--- src/rtl/sar_adc_pkg.sv ---
package sar_adc_pkg;
  typedef enum logic [1:0] {
    MODE_SINGLE = 2'd0,
    MODE_MULTI  = 2'd1,
    MODE_SCAN   = 2'd2,
    MODE_RSVD   = 2'd3
  } conv_mode_e;

  typedef enum logic [1:0] {
    ST_IDLE   = 2'd0,
    ST_SAMPLE = 2'd1,
    ST_BIT    = 2'd2,
    ST_REJECT = 2'd3
  } seq_state_e;

  localparam int unsigned FLD_START    = 0;
  localparam int unsigned FLD_DONE     = 1;
  localparam int unsigned FLD_IRQEN    = 2;
  localparam int unsigned FLD_MODE_LSB = 3;
  localparam int unsigned FLD_MODE_W   = 2;
  localparam int unsigned FLD_CHAN_LSB = 5;
endpackage

--- src/rtl/sar_adc_ctrl_reg.sv ---
module sar_adc_ctrl_reg
  import sar_adc_pkg::*;
#(
  parameter int unsigned CH_W   = 3,
  parameter int unsigned DATA_W = 16
) (
  input  logic              clk_i,
  input  logic              rst_ni,
  input  logic              wr_ctrl_i,
  input  logic              rd_ctrl_i,
  input  logic [DATA_W-1:0] wdata_i,
  input  logic              tmr_trig_i,
  input  logic              ext_trig_i,
  input  logic              busy_i,
  input  logic              conv_done_i,
  output logic              go_o,
  output logic              abort_o,
  output logic              single_o,
  output logic [CH_W-1:0]   chan_o,
  output logic [DATA_W-1:0] ctrl_rd_o,
  output logic              irq_o
);
  conv_mode_e        mode_q, mode_nx;
  logic [CH_W-1:0]   chan_q, chan_nx;
  logic              irq_en_q, done_q, seen_q;
  logic              wr_start, any_trig, fld_wr;

  assign wr_start = wr_ctrl_i & wdata_i[FLD_START];
  assign any_trig = wr_start | tmr_trig_i | ext_trig_i;
  assign go_o     = ~busy_i & any_trig;
  assign abort_o  = busy_i & wr_ctrl_i & ~wdata_i[FLD_START];
  // mode/channel only writable when idle; same-cycle start sees new values
  assign fld_wr   = wr_ctrl_i & ~busy_i;
  assign mode_nx  = fld_wr ? conv_mode_e'(wdata_i[FLD_MODE_LSB +: FLD_MODE_W]) : mode_q;
  assign chan_nx  = fld_wr ? wdata_i[FLD_CHAN_LSB +: CH_W] : chan_q;
  assign single_o = (mode_nx == MODE_SINGLE);
  assign chan_o   = chan_q;
  assign irq_o    = done_q & irq_en_q;

  always_ff @(posedge clk_i or negedge rst_ni) begin
    if (!rst_ni) begin
      mode_q   <= MODE_SINGLE;
      chan_q   <= '0;
      irq_en_q <= 1'b0;
    end else begin
      mode_q <= mode_nx;
      chan_q <= chan_nx;
      if (wr_ctrl_i) irq_en_q <= wdata_i[FLD_IRQEN];
    end
  end

  always_ff @(posedge clk_i or negedge rst_ni) begin
    if (!rst_ni) begin
      done_q <= 1'b0;
      seen_q <= 1'b0;
    end else if (conv_done_i) begin
      done_q <= 1'b1;
    end else if (wr_ctrl_i && !wdata_i[FLD_DONE] && seen_q) begin
      done_q <= 1'b0;
      seen_q <= 1'b0;
    end else if (rd_ctrl_i && done_q) begin
      seen_q <= 1'b1;
    end
  end

  always_comb begin
    ctrl_rd_o                                = '0;
    ctrl_rd_o[FLD_START]                     = busy_i;
    ctrl_rd_o[FLD_DONE]                      = done_q;
    ctrl_rd_o[FLD_IRQEN]                     = irq_en_q;
    ctrl_rd_o[FLD_MODE_LSB +: FLD_MODE_W]    = mode_q;
    ctrl_rd_o[FLD_CHAN_LSB +: CH_W]          = chan_q;
  end


  fld_hold_chk: assert property (@(posedge clk_i) disable iff (!rst_ni)
    (busy_i && $past(busy_i)) |-> ($stable(chan_q) && $stable(mode_q)));

  done_src_chk: assert property (@(posedge clk_i) disable iff (!rst_ni)
    $rose(done_q) |-> $past(conv_done_i));

  done_clr_chk: assert property (@(posedge clk_i) disable iff (!rst_ni)
    $fell(done_q) |-> ($past(seen_q) && $past(wr_ctrl_i)));
endmodule

--- src/rtl/sar_adc_seq.sv ---
module sar_adc_seq
  import sar_adc_pkg::*;
#(
  parameter int unsigned RES = 10
) (
  input  logic           clk_i,
  input  logic           rst_ni,
  input  logic           go_i,
  input  logic           single_i,
  input  logic           abort_i,
  input  logic           cmp_i,
  output logic           busy_o,
  output logic           sample_o,
  output logic [RES-1:0] dac_code_o,
  output logic           done_o,
  output logic [RES-1:0] result_o
);
  localparam logic [RES-1:0] TOP_BIT = {1'b1, {(RES-1){1'b0}}};

  seq_state_e     state_q;
  logic [RES-1:0] mask_q, trial_q, trial_dec;
  logic           last_bit;

  assign trial_dec  = cmp_i ? (trial_q & ~mask_q) : trial_q;
  assign last_bit   = mask_q[0];
  assign busy_o     = (state_q != ST_IDLE);
  assign sample_o   = (state_q == ST_SAMPLE);
  assign dac_code_o = trial_q;
  assign done_o     = (state_q == ST_BIT) & last_bit & ~abort_i;
  assign result_o   = trial_dec;

  always_ff @(posedge clk_i or negedge rst_ni) begin
    if (!rst_ni) begin
      state_q <= ST_IDLE;
      mask_q  <= '0;
      trial_q <= '0;
    end else if (busy_o && abort_i) begin
      state_q <= ST_IDLE;
      mask_q  <= '0;
      trial_q <= '0;
    end else begin
      unique case (state_q)
        ST_IDLE: if (go_i) state_q <= single_i ? ST_SAMPLE : ST_REJECT;
        ST_SAMPLE: begin
          state_q <= ST_BIT;
          mask_q  <= TOP_BIT;
          trial_q <= TOP_BIT;
        end
        ST_BIT: begin
          if (last_bit) begin
            state_q <= ST_IDLE;
            mask_q  <= '0;
            trial_q <= '0;
          end else begin
            mask_q  <= mask_q >> 1;
            trial_q <= trial_dec | (mask_q >> 1);
          end
        end
        default: state_q <= ST_IDLE;
      endcase
    end
  end

  // cycle counter for the length check only
  logic [7:0] conv_cnt;
  always_ff @(posedge clk_i or negedge rst_ni) begin
    if (!rst_ni)                          conv_cnt <= '0;
    else if (go_i && state_q == ST_IDLE)  conv_cnt <= '0;
    else if (busy_o)                      conv_cnt <= conv_cnt + 8'd1;
  end


  conv_len_chk: assert property (@(posedge clk_i) disable iff (!rst_ni)
    done_o |-> (conv_cnt == 8'(RES)));

  trial_bit_chk: assert property (@(posedge clk_i) disable iff (!rst_ni)
    (state_q == ST_BIT) |-> ($onehot(mask_q) && ((trial_q & mask_q) != '0)));

  reject_chk: assert property (@(posedge clk_i) disable iff (!rst_ni)
    (state_q == ST_REJECT) |=> (state_q == ST_IDLE));

  go_idle_chk: assert property (@(posedge clk_i) disable iff (!rst_ni)
    go_i |-> (state_q == ST_IDLE));

  abort_chk: assert property (@(posedge clk_i) disable iff (!rst_ni)
    abort_i |=> (state_q == ST_IDLE));
endmodule

--- src/rtl/sar_adc_result_bank.sv ---
module sar_adc_result_bank #(
  parameter int unsigned N_CH = 8,
  parameter int unsigned RES  = 10,
  parameter int unsigned CH_W = 3
) (
  input  logic            clk_i,
  input  logic            rst_ni,
  input  logic            we_i,
  input  logic [CH_W-1:0] chan_i,
  input  logic [RES-1:0]  data_i,
  input  logic [CH_W-1:0] rd_sel_i,
  output logic [RES-1:0]  rd_data_o
);
  logic [RES-1:0] res_q [N_CH];

  for (genvar g = 0; g < N_CH; g++) begin : g_ch
    always_ff @(posedge clk_i or negedge rst_ni) begin
      if (!rst_ni)                            res_q[g] <= '0;
      else if (we_i && chan_i == CH_W'(g))    res_q[g] <= data_i;
    end

    keep_chk: assert property (@(posedge clk_i) disable iff (!rst_ni)
      !(we_i && chan_i == CH_W'(g)) |=> $stable(res_q[g]));
  end

  assign rd_data_o = (32'(rd_sel_i) < N_CH) ? res_q[rd_sel_i] : '0;
endmodule

--- src/rtl/sar_adc_ctrl.sv ---
module sar_adc_ctrl
  import sar_adc_pkg::*;
#(
  parameter int unsigned RES    = 10,
  parameter int unsigned N_CH   = 8,
  parameter int unsigned DATA_W = 16,
  parameter int unsigned ADDR_W = 4
) (
  input  logic              clk_i,
  input  logic              rst_ni,
  input  logic              wr_en_i,
  input  logic              rd_en_i,
  input  logic [ADDR_W-1:0] addr_i,
  input  logic [DATA_W-1:0] wdata_i,
  output logic [DATA_W-1:0] rdata_o,
  input  logic              tmr_trig_i,
  input  logic              ext_trig_i,
  input  logic              cmp_i,
  output logic              sample_o,
  output logic [RES-1:0]    dac_code_o,
  output logic              irq_o
);
  localparam int unsigned CH_W = (N_CH > 1) ? $clog2(N_CH) : 1;

  logic              ctrl_sel, res_sel;
  logic [CH_W-1:0]   rd_idx, chan;
  logic              go, abort, single, busy, conv_done;
  logic [RES-1:0]    result, res_rd;
  logic [DATA_W-1:0] ctrl_rd;

  assign ctrl_sel = (addr_i == '0);
  assign res_sel  = (32'(addr_i) >= 1) && (32'(addr_i) <= N_CH);
  assign rd_idx   = CH_W'(addr_i - ADDR_W'(1));

  sar_adc_ctrl_reg #(.CH_W(CH_W), .DATA_W(DATA_W)) u_reg (
    .clk_i      (clk_i),
    .rst_ni     (rst_ni),
    .wr_ctrl_i  (wr_en_i & ctrl_sel),
    .rd_ctrl_i  (rd_en_i & ctrl_sel),
    .wdata_i    (wdata_i),
    .tmr_trig_i (tmr_trig_i),
    .ext_trig_i (ext_trig_i),
    .busy_i     (busy),
    .conv_done_i(conv_done),
    .go_o       (go),
    .abort_o    (abort),
    .single_o   (single),
    .chan_o     (chan),
    .ctrl_rd_o  (ctrl_rd),
    .irq_o      (irq_o)
  );

  sar_adc_seq #(.RES(RES)) u_seq (
    .clk_i     (clk_i),
    .rst_ni    (rst_ni),
    .go_i      (go),
    .single_i  (single),
    .abort_i   (abort),
    .cmp_i     (cmp_i),
    .busy_o    (busy),
    .sample_o  (sample_o),
    .dac_code_o(dac_code_o),
    .done_o    (conv_done),
    .result_o  (result)
  );

  sar_adc_result_bank #(.N_CH(N_CH), .RES(RES), .CH_W(CH_W)) u_bank (
    .clk_i    (clk_i),
    .rst_ni   (rst_ni),
    .we_i     (conv_done),
    .chan_i   (chan),
    .data_i   (result),
    .rd_sel_i (rd_idx),
    .rd_data_o(res_rd)
  );

  always_comb begin
    if (ctrl_sel)     rdata_o = ctrl_rd;
    else if (res_sel) rdata_o = DATA_W'(res_rd);
    else              rdata_o = '0;
  end
endmodule

--- config.mk ---
export PLATFORM = sky130hd
export DESIGN_NAME = sar_adc_ctrl
export DESIGN_NICKNAME = d
export VERILOG_FILES = /design/src/rtl/sar_adc_pkg.sv /design/src/rtl/sar_adc_ctrl_reg.sv /design/src/rtl/sar_adc_seq.sv /design/src/rtl/sar_adc_result_bank.sv /design/src/rtl/sar_adc_ctrl.sv
export SDC_FILE = /design/constraint.sdc
export NUM_CORES = 1
export LEC_CHECK = 0
export BUFFER_PORTS_ARGS = -buffer_cell sky130_fd_sc_hd__buf_2
export CORE_AREA = 2 2 108 110
export CTS_CLUSTER_DIAMETER = 30
export DETAILED_ROUTE_END_ITERATION = 7
export DIE_AREA = 0 0 110 112
export GPL_TIMING_DRIVEN = 0
export PLACE_DENSITY_LB_ADDON = 0.05
export SYNTH_ARGS = -nofsm -noshare
export SYNTH_HDL_FRONTEND = slang
export SYNTH_SLANG_ARGS = --single-unit
--- constraint.sdc ---
create_clock -name clk_i -period 4.9 [get_ports clk_i]
set_input_delay 0 -clock clk_i [delete_from_list [all_inputs] [get_ports clk_i]]
set_output_delay 0 -clock clk_i [all_outputs]
set_load 0.005 [all_outputs]
==> impl_results.md, run 1 <==
* Outcome: complete, no violations
* Area delta synth->final at 15.3%
* DRC at 0
* Most used cell along the critical path: buf_2
* Fin worst setup slack at 2.29 ns
* Worst skew pair latency at 0.36 ns
* EDFF count, synth at 0
* Total negative slack at 0 ns
* Die area at 12300 µm²
* R2R Setup Slk at 2.76 ns
* Final Wtd Congestion at 0.798
* Sequential share of the synthesized area at 50.8%
* WP data required at 4.90 ns
* Top FF cell, synth: dfrtp_1
* Die height at 112 µm
* Cells after synthesis at 381
* Nets@finish at 478
* Async set-reset flop share out of synthesis at 100%
* Int Pwr at 1570 µW
* Clock Power Share at 30.2%
* IO Port Bufs at 39
* Antenna-violating nets left at 0
* FP Rows at 39
* CTS max path bufs at 2
* Placed instance count at 569
* Sw Ratio at 33.1%
* CTS resizes at 0
* Commonest non-fill, non-tap cells in the layout: dfrtp_1 (110), buf_2 (46), mux2_2 (46)
* Share of cells above drive strength 1 at 42.2%
* Overflow after GRT at 0
* DIE WIDTH at 110 µm
* Commonest non-fill, non-tap cell in the layout: dfrtp_1
* CP max-delay cell: clkbuf_1
* Area occupied by registers at 2750 µm²
* Min Tclk post-route at 2.61 ns
* Critical path class: in2out
* Fmax at 383 MHz
* Area fraction of the dominant cell type after synthesis at 50.8%
* Number of global-route vias before repair at 3475
* Routed vias at 3367
* Pwr dens at 375 nW/µm²
* Wirelength per Cell at 21.1 µm
* Slew Limit Fails at 0
* Worst min path class: in2reg
* DRT iter0 DRCs at 177
* Antenna diodes at 0
* Seq pwr share at 44.9%
* Slowest stage delay, CP at 0.53 ns
* Syn avg cell area at 14.2 µm²
* Area of the core at 11200 µm²
* Layout Cells excl Fill at 598
* Vias per cell at 5.63
* Leak at 0.00321 µW
* Yosys cell types at 47
* Drt total wl at 12600 µm
* Maximum vdd drop at 0.000263 V
* Dpl ws at 2.17 ns
* Layout Skew at 0.00908 ns
* CTS Sinks at 110
* Setup violations, final at 0
* Yosys reg bits at 110
* Worst slew margin at 21.3%
* RSZ-0062 raised after global routing: no
* Crit. End Element: output pin
* Htree depth at 3
* Pre-antenna DRT Iters at 4
* Critical Path Fanout Max at 10
* Hold_buf cts at 12
* IO Pins at 55
* First-pass GRT wire length at 19900 µm
* Post-CTS Setup Inserts at 0
* Cell area after synthesis at 5420 µm²
* Yosys warnings at 0
* Initial Utilization at 48.5%
* WP data arrival at 2.61 ns
* # fillers at 938
* Startpoint Class: input pin
* Area of the multi-input gates at 2480 µm²
* Max-Cap Viols at 0
* Cell taking the most area after synthesis: dfrtp_1
* Comb pwr share at 24.8%
* DP HPWL at 8230 µm
* Initial antenna violation count at 0
* Worst-Margin Slew at 1.17 ns
* Root Driver: clkbuf_16
* CTS buffer count at 9
* GRT Total Usage at 22.1%
* CP cell instances: buf_2 -> buf_2 -> inv_1 -> ha_1 -> clkbuf_1 -> buf_2 -> mux4_2 -> o21ai_0 -> nand3_1 -> buf_2
* Leading post-synthesis cells by cell area: dfrtp_1 (51%), mux2_4 (11%), mux2_2 (9.6%)
* Final Hold Vio Count at 0
* CTS tree: done
* Switching power at 775 µW
* Clk slew on worst S/H paths at 0.07 ns
* Largest net degree at the start of global routing at 57
* Final Cycle Share at 53.3%
per-layer routing:
layer / track usage (%) / up-vias / wire [µm]
met5: 0 / - / 0
met1: 31.8 / 1748 / 5950
met4: 5.74 / 0 / 159
met3: 4.33 / 11 / 428
met2: 34.5 / 60 / 6060
li1: - / 1548 / -
worst max-delay path, delay by kind of cell:
kind	cells	cell delay, ns
multiplexers	1	0.36
adder cells (fa/ha/maj)	1	0.32
AO/OA/AOI/OAI	1	0.11
buffers and inverters	6	1.68
AND/OR/NAND/NOR	1	0.14
area by class of cell:
class	instances	area share [%]
clock inverter	5	0.621
timing repair buffer	53	5.61
inverter	4	0.240
buffer	26	2.91
sequential	110	44.1
tap	143	2.87
clock buffer	11	3.89
multi-input combinational	246	39.8
through the flow:
step,hold slack (ns),cell area [µm²],utilization [%],power [µW]
2_1_floorplan,-0.296,5430,-,1440
3_3_place_gp,0.209,5810,52.0,1630
3_5_place_dp,0.117,5840,52.2,1650
4_1_cts,0.0139,6240,55.8,2370
5_1_grt,0.0704,6240,55.9,2470
6_report,0.0248,6240,55.9,2340
cells by family after synthesis:
kind of cell | count (synthesis) | synth area share [%]
and+or+nand+nor | 70 | 8.16
muxes | 106 | 29.0
adders and majority gates | 1 | 0.231
buffers and inverters | 30 | 3.63
AOI/OAI and AO/OA | 63 | 8.11
DFF | 110 | 50.8
other | 1 | 0.0692
state kept, by name (all words and copies together), names as in the netlist, 2 cells and up:
signal and flops:
u_seq.dac_code_o 10, u_seq.mask_q 10, u_reg.mode_q 2, u_reg.chan_o 3, u_bank.res_q 80, u_seq.state_q 2
path summary, 6_finish.rpt:
kind                            depth (start not counted)             start          endpoint
worst max-delay path                                   10         addr_i[0]        rdata_o[3]
worst min-delay path                                    3        wdata_i[0]  u_seq.state_q[1]
worst max register to register                          6  u_seq.state_q[0]      u_reg.seen_q
worst min register to register                          1  u_bank.res_q[67]  u_bank.res_q[67]
max in group asynchronous                               3            rst_ni  u_bank.res_q[44]
min in group asynchronous                               2            rst_ni    u_reg.irq_en_q
synth_stat cells, types with 9 or more instances:
cell and number:
mux2_2 46, mux2_4 40, dfrtp_1 110, o2bb2ai_1 9
mux4_2 20, nor2_1 18, o21ai_0 20, a22o_1 10
a21boi_0 9, nand3_1 15, nand2_1 14
power groups by stage:
stage | Sequential (µW) | Clock, µW | Combinational (µW)
6_report | 1050 | 709 | 582
5_1_grt | 1060 | 762 | 642
4_1_cts | 1050 | 730 | 590
3_5_place_dp | 1070 | 0 | 580
3_3_place_gp | 1070 | 0 | 565
2_1_floorplan | 1060 | 0 | 386
Power figures use the tool's default switching activity.
==> run 2, diff against run 1 <==
==> constraint.sdc (replaced) <==
create_clock -name clk_i -period 2.4 [get_ports clk_i]
set_input_delay 0 -clock clk_i [delete_from_list [all_inputs] [get_ports clk_i]]
set_output_delay 0 -clock clk_i [all_outputs]
set_load 0.005 [all_outputs]
==> run 2 against run 1 <==
Net effect: hold slack hardly changed; via count up 0.18%; critical path type unchanged; cell count decreased by 0.33%; utilization barely moved; global-route usage hardly changed; register-to-register slack got worse by 2.5 ns; die area unchanged; first-iteration DRC count increased by 0.56%; total power increased by 100%; sequential share of layout area hardly changed; highest routed layer unchanged; setup slack worse by 2.0 ns; clock power grew 100%.
==> impl_results.md, run 2 (synthesized netlist as in run 1, its figures left out) <==
* Worst-Margin Slew at 1.18 ns
* GR Layer Usage met2 at 34.6%
* Root Driver: clkbuf_16
* Nets@finish at 476
* Share of cells above drive strength 1 at 42.8%
* Die height at 112 µm
* Number of global-route vias before repair at 3469
* Overflow after GRT at 0
* Hold Path Cell Cnt at 3
* WP data required at 2.40 ns
* Clk slew on worst S/H paths at 0.07 ns
* DRT iter0 DRCs at 178
* FP Rows at 39
* Htree depth at 3
* Worst path bufs/invs at 5
* Layout Cells excl Fill at 596
* Initial Utilization at 48.5%
* Pwr dens at 766 nW/µm²
* RSZ-0062 raised after global routing: no
* Setup violations, final at 0
* Most used cell along the critical path: buf_2
* Max reg flops at 80
* Commonest non-fill, non-tap cell in the layout: dfrtp_1
* Routed vias at 3373
* CP cell instances: buf_2 -> clkbuf_4 -> inv_1 -> ha_2 -> buf_2 -> mux4_2 -> o21ai_0 -> nand3_1 -> buf_2
* DIE WIDTH at 110 µm
* DP HPWL at 8230 µm
* Fmax at 464 MHz
* Worst slew margin at 20.9%
* Layout Skew at 0.00939 ns
* DRC at 0
* Placed instance count at 569
* Vias per cell at 5.66
* Worst skew pair latency at 0.36 ns
* Commonest non-fill, non-tap cells in the layout: dfrtp_1 (110), mux2_2 (46), buf_2 (44)
* Wirelength per Cell at 21.2 µm
* Layout Utilization at 55.9%
* IO Port Bufs at 39
* Slowest stage delay, CP at 0.53 ns
* Antenna-violating nets left at 0
* Dpl ws at -0.335 ns
* M3 GR Usage at 4.45%
* WP data arrival at 2.15 ns
* CTS tree: done
* First-pass GRT wire length at 19900 µm
* Max-Cap Viols at 0
* Pre-antenna DRT Iters at 4
* Drt total wl at 12600 µm
* Cell family with most CP delay: buffers and inverters
* GRT Max-Usage Layer: met2
* Antenna diodes at 0
* CP max-delay cell: ha_2
* Final Cycle Share at 89.7%
* Area delta synth->final at 15.4%
* Critical Path Stages at 9
* Startpoint Class: input pin
* Overall power at 4790 µW
* Maximum vdd drop at 0.000536 V
* Initial antenna violation count at 0
* Reg2reg path depth at 6
* Final Wtd Congestion at 0.798
* CTS buffer count at 9
* # fillers at 936
* Outcome: complete, no violations
* Placement Cell Area at 5840 µm²
* Worst min path class: in2reg
* Largest net degree at the start of global routing at 57
* CTS Sinks at 110
* R2R Setup Slk at 0.25 ns
* Top reg by flops: u_bank.res_q
* Crit. End Element: output pin
* CTS max path bufs at 2
* GRT Total Usage at 22.1%
* Die area at 12300 µm²
* Final Hold Vio Count at 0
* Slew Limit Fails at 0
* Critical path class: in2out
* Leak at 0.00321 µW
* Fin worst setup slack at 0.247 ns
* Grt met1 use at 31.6%
* Design area at 6250 µm²
* Min Tclk post-route at 2.15 ns
* IO Pins at 55
* Area of the core at 11200 µm²
* Critical Path Fanout Max at 11
## run 2: changes by cell type in the layout (fill, tap and decap cells not counted), sizes merged
cell / change
buf: -2
## run 2: timing repair
| item | in CTS | in global routing |
|---|---|---|
| cloned | 0 | 0 |
| resized for setup | 2 | 2 |
| hold buffers | 12 | 0 |
| endpoints found under the hold margin | 64 | 0 |
| buffers inserted | 0 | 0 |
| setup endpoints to repair | 10 | 5 |
## run 2: metrics by stage
stage                     hold slack, ns  setup TNS, ns
after floorplan                   -0.296              0
after global placement             0.209          -2.57
after detailed placement           0.117          -2.66
after CTS                         0.0139              0
after global routing              0.0704              0
final                             0.0251              0
## run 2: cell type report
type | count | area [µm²] | share of cell area, %
clock buffers | 11 | 243 | 3.88
multi-input cells | 246 | 2490 | 39.9
flip-flops and latches | 110 | 2750 | 44.1
clock inverters | 5 | 38.8 | 0.621
plain buffers | 25 | 180 | 2.88
repair buffers | 52 | 345 | 5.53
inverters | 4 | 15.0 | 0.240
well taps | 143 | 179 | 2.86
## run 2: worst paths after layout
| path | from | to |
|---|---|---|
| max in group asynchronous | rst_ni | u_bank.res_q[44] |
| max | addr_i[0] | rdata_o[3] |
| max reg2reg | u_seq.state_q[0] | u_reg.seen_q |
| min reg2reg | u_seq.dac_code_o[6] | u_seq.dac_code_o[6] |
| min in group asynchronous | rst_ni | u_reg.irq_en_q |
| min | wdata_i[0] | u_seq.state_q[1] |
## run 2: power by group
part / internal (µW) / switching [µW] / total (µW) / leakage (µW)
Combinational: 431 / 759 / 1190 / 0.00155
Sequential: 2020 / 123 / 2150 / 0.00152
Clock: 746 / 702 / 1450 / 0.000142
Total: 3200 / 1580 / 4790 / 0.00321
## run 2: layer usage
metal | vias up | wire [µm]
met4 | 0 | 126
met2 | 56 | 6020
met3 | 10 | 412
met1 | 1758 | 6050
met5 | - | 0
li1 | 1549 | -
## run 2: worst min-delay path, cell delays in order
cell,delay [ns]
buf_2,0.14
a21oi_1,0.13
o31ai_1,0.07
==> run 3, diff against run 2 <==
--- a/config.mk
+++ b/config.mk
@@ -11,7 +11,7 @@
 export DETAILED_ROUTE_END_ITERATION = 7
 export DIE_AREA = 0 0 110 112
 export GPL_TIMING_DRIVEN = 0
-export PLACE_DENSITY_LB_ADDON = 0.05
+export PLACE_DENSITY = 0.79
 export SYNTH_ARGS = -nofsm -noshare
 export SYNTH_HDL_FRONTEND = slang
 export SYNTH_SLANG_ARGS = --single-unit
==> run 3 against run 2 <==
Net effect: setup slack worse by 0.048 ns; largest power group unchanged; combinational power about the same; final area rose by 0.10%; die area is the same; critical path depth is the same; cell count unchanged; hold slack improved by 0.049 ns; first-iteration DRC count up 47%; via count increased by 3.1%; routed wire length is 1.6% lower; sequential power about the same; critical path type unchanged.
==> impl_results.md, run 3 (synthesized netlist as in run 1, its figures left out) <==
* Area delta synth->final at 15.5%
* Pre-antenna DRT Iters at 4
* Fin worst setup slack at 0.199 ns
* DIE WIDTH at 110 µm
* Design area at 6250 µm²
* Initial antenna violation count at 0
* Worst slew margin at 15.9%
* Commonest non-fill, non-tap cells in the layout: dfrtp_1 (110), mux2_2 (46), buf_2 (45)
* Final Wtd Congestion at 0.799
* Dpl ws at -0.286 ns
* Die height at 112 µm
* Pwr dens at 766 nW/µm²
* WP data arrival at 2.20 ns
* Max reg flops at 80
* Commonest non-fill, non-tap cell in the layout: dfrtp_1
* Drt total wl at 12400 µm
* Leak at 0.00321 µW
* Htree depth at 3
* DP HPWL at 8060 µm
* Total negative slack at 0 ns
* CTS max path bufs at 2
* Top reg by flops: u_bank.res_q
* Layout Skew at 0.00623 ns
* Critical Path Fanout Max at 11
* Area of the core at 11200 µm²
* FP Rows at 39
* Routed vias at 3477
* Critical path class: in2out
* GRT Total Usage at 21.3%
* Largest net degree at the start of global routing at 77
* Crit. End Element: output pin
* Layout Utilization at 56.0%
* CTS Sinks at 110
* Post-CTS Setup Inserts at 0
* Min Tclk post-route at 2.20 ns
* CP max-delay cell: ha_2
* Worst skew pair latency at 0.35 ns
* IO Port Bufs at 39
* Nets@finish at 476
* IO Pins at 55
* Most used cell along the critical path: buf_2
* Worst-Margin Slew at 1.25 ns
* Clk slew on worst S/H paths at 0.07 ns
* Wirelength per Cell at 20.8 µm
* Fmax at 454 MHz
* Slowest stage delay, CP at 0.54 ns
* Startpoint Class: input pin
* Outcome: complete, no violations
* DRT iter0 DRCs at 262
* Vias per cell at 5.83
* Overflow after GRT at 0
* Slew Limit Fails at 0
* Antenna-violating nets left at 0
* RSZ-0062 raised after global routing: no
* Overall power at 4790 µW
* First-pass GRT wire length at 19500 µm
* CP cell instances: buf_2 -> buf_2 -> inv_1 -> ha_2 -> buf_2 -> mux4_2 -> o21ai_0 -> nand3_1 -> buf_2
* CTS tree: done
* Share of cells above drive strength 1 at 43.0%
* Maximum vdd drop at 0.000561 V
* Final Hold Vio Count at 0
* CTS buffer count at 9
* Setup violations, final at 0
* Antenna diodes at 0
* Worst min path class: in2reg
* WP data required at 2.40 ns
* Root Driver: clkbuf_16
* Final Cycle Share at 91.7%
* Number of global-route vias before repair at 3575
* Initial Utilization at 48.5%
* Die area at 12300 µm²
* Placement Cell Area at 5840 µm²
* DRC at 0
* Max-Cap Viols at 0
[run 3: changes by cell type in the layout (fill, tap and decap cells not counted)]
cell,previous run,this run
clkbuf_4,1,0
inv_6,2,1
clkinv_4,0,2
clkinv_2,2,1
nor3_1,1,0
buf_2,44,45
nor3_2,0,1
[run 3: cell type report]
class,instances,area [µm²]
fill,880,4920
sequential,110,2750
multi-input combinational,246,2500
timing repair buffer,52,345
clock buffer,11,243
tap,143,179
buffer,25,178
clock inverter,5,42.5
inverter,4,15.0
[run 3: repair_timing]
item	in CTS	in global routing
resized for setup	1	3
hold buffers	12	0
endpoints found under the setup margin	10	10
hold endpoints to repair	43	0
[run 3: power by group]
part	switching (µW)	leakage [µW]	internal [µW]
combinational	758	0.00155	432
clock	698	0.000142	747
sequential	129	0.00152	2020
total	1590	0.00321	3200
[run 3: per-layer routing]
layer  GRT usage, %  share of wire (%)  routed length (µm)
met5              0                  0                   0
met4           5.57                1.9                 239
met3           4.74                4.7                 582
met2           34.0                 51                6290
met1           29.5                 43                5290
[run 3: per-stage QoR]
stage	cells	hold slack, ns
6_report	596	0.0744
5_1_grt	596	0.122
4_1_cts	596	0.0264
3_5_place_dp	569	-0.00843
3_3_place_gp	568	0.208
2_1_floorplan	386	-0.296
[run 3: critical path: cells and delay by family]
kind | cells | cell delay, ns
AOI/OAI and AO/OA | 1 | 0.09
adders and majority gates | 1 | 0.54
buffers and inverters | 5 | 1.08
muxes | 1 | 0.35
and+or+nand+nor | 1 | 0.14
[run 3: worst paths after layout]
check	to	slack, ns	cells after the start	startpoint
min in group asynchronous	u_seq.dac_code_o[5]	0.15	2	rst_ni
worst max-delay path	rdata_o[2]	0.20	9	addr_i[0]
worst max register to register	u_reg.seen_q	0.24	6	u_seq.state_q[0]
max in group asynchronous	u_bank.res_q[37]	1.51	3	rst_ni
worst min register to register	u_bank.res_q[5]	0.51	1	u_bank.res_q[5]
worst min-delay path	u_seq.state_q[1]	0.07	3	wdata_i[0]
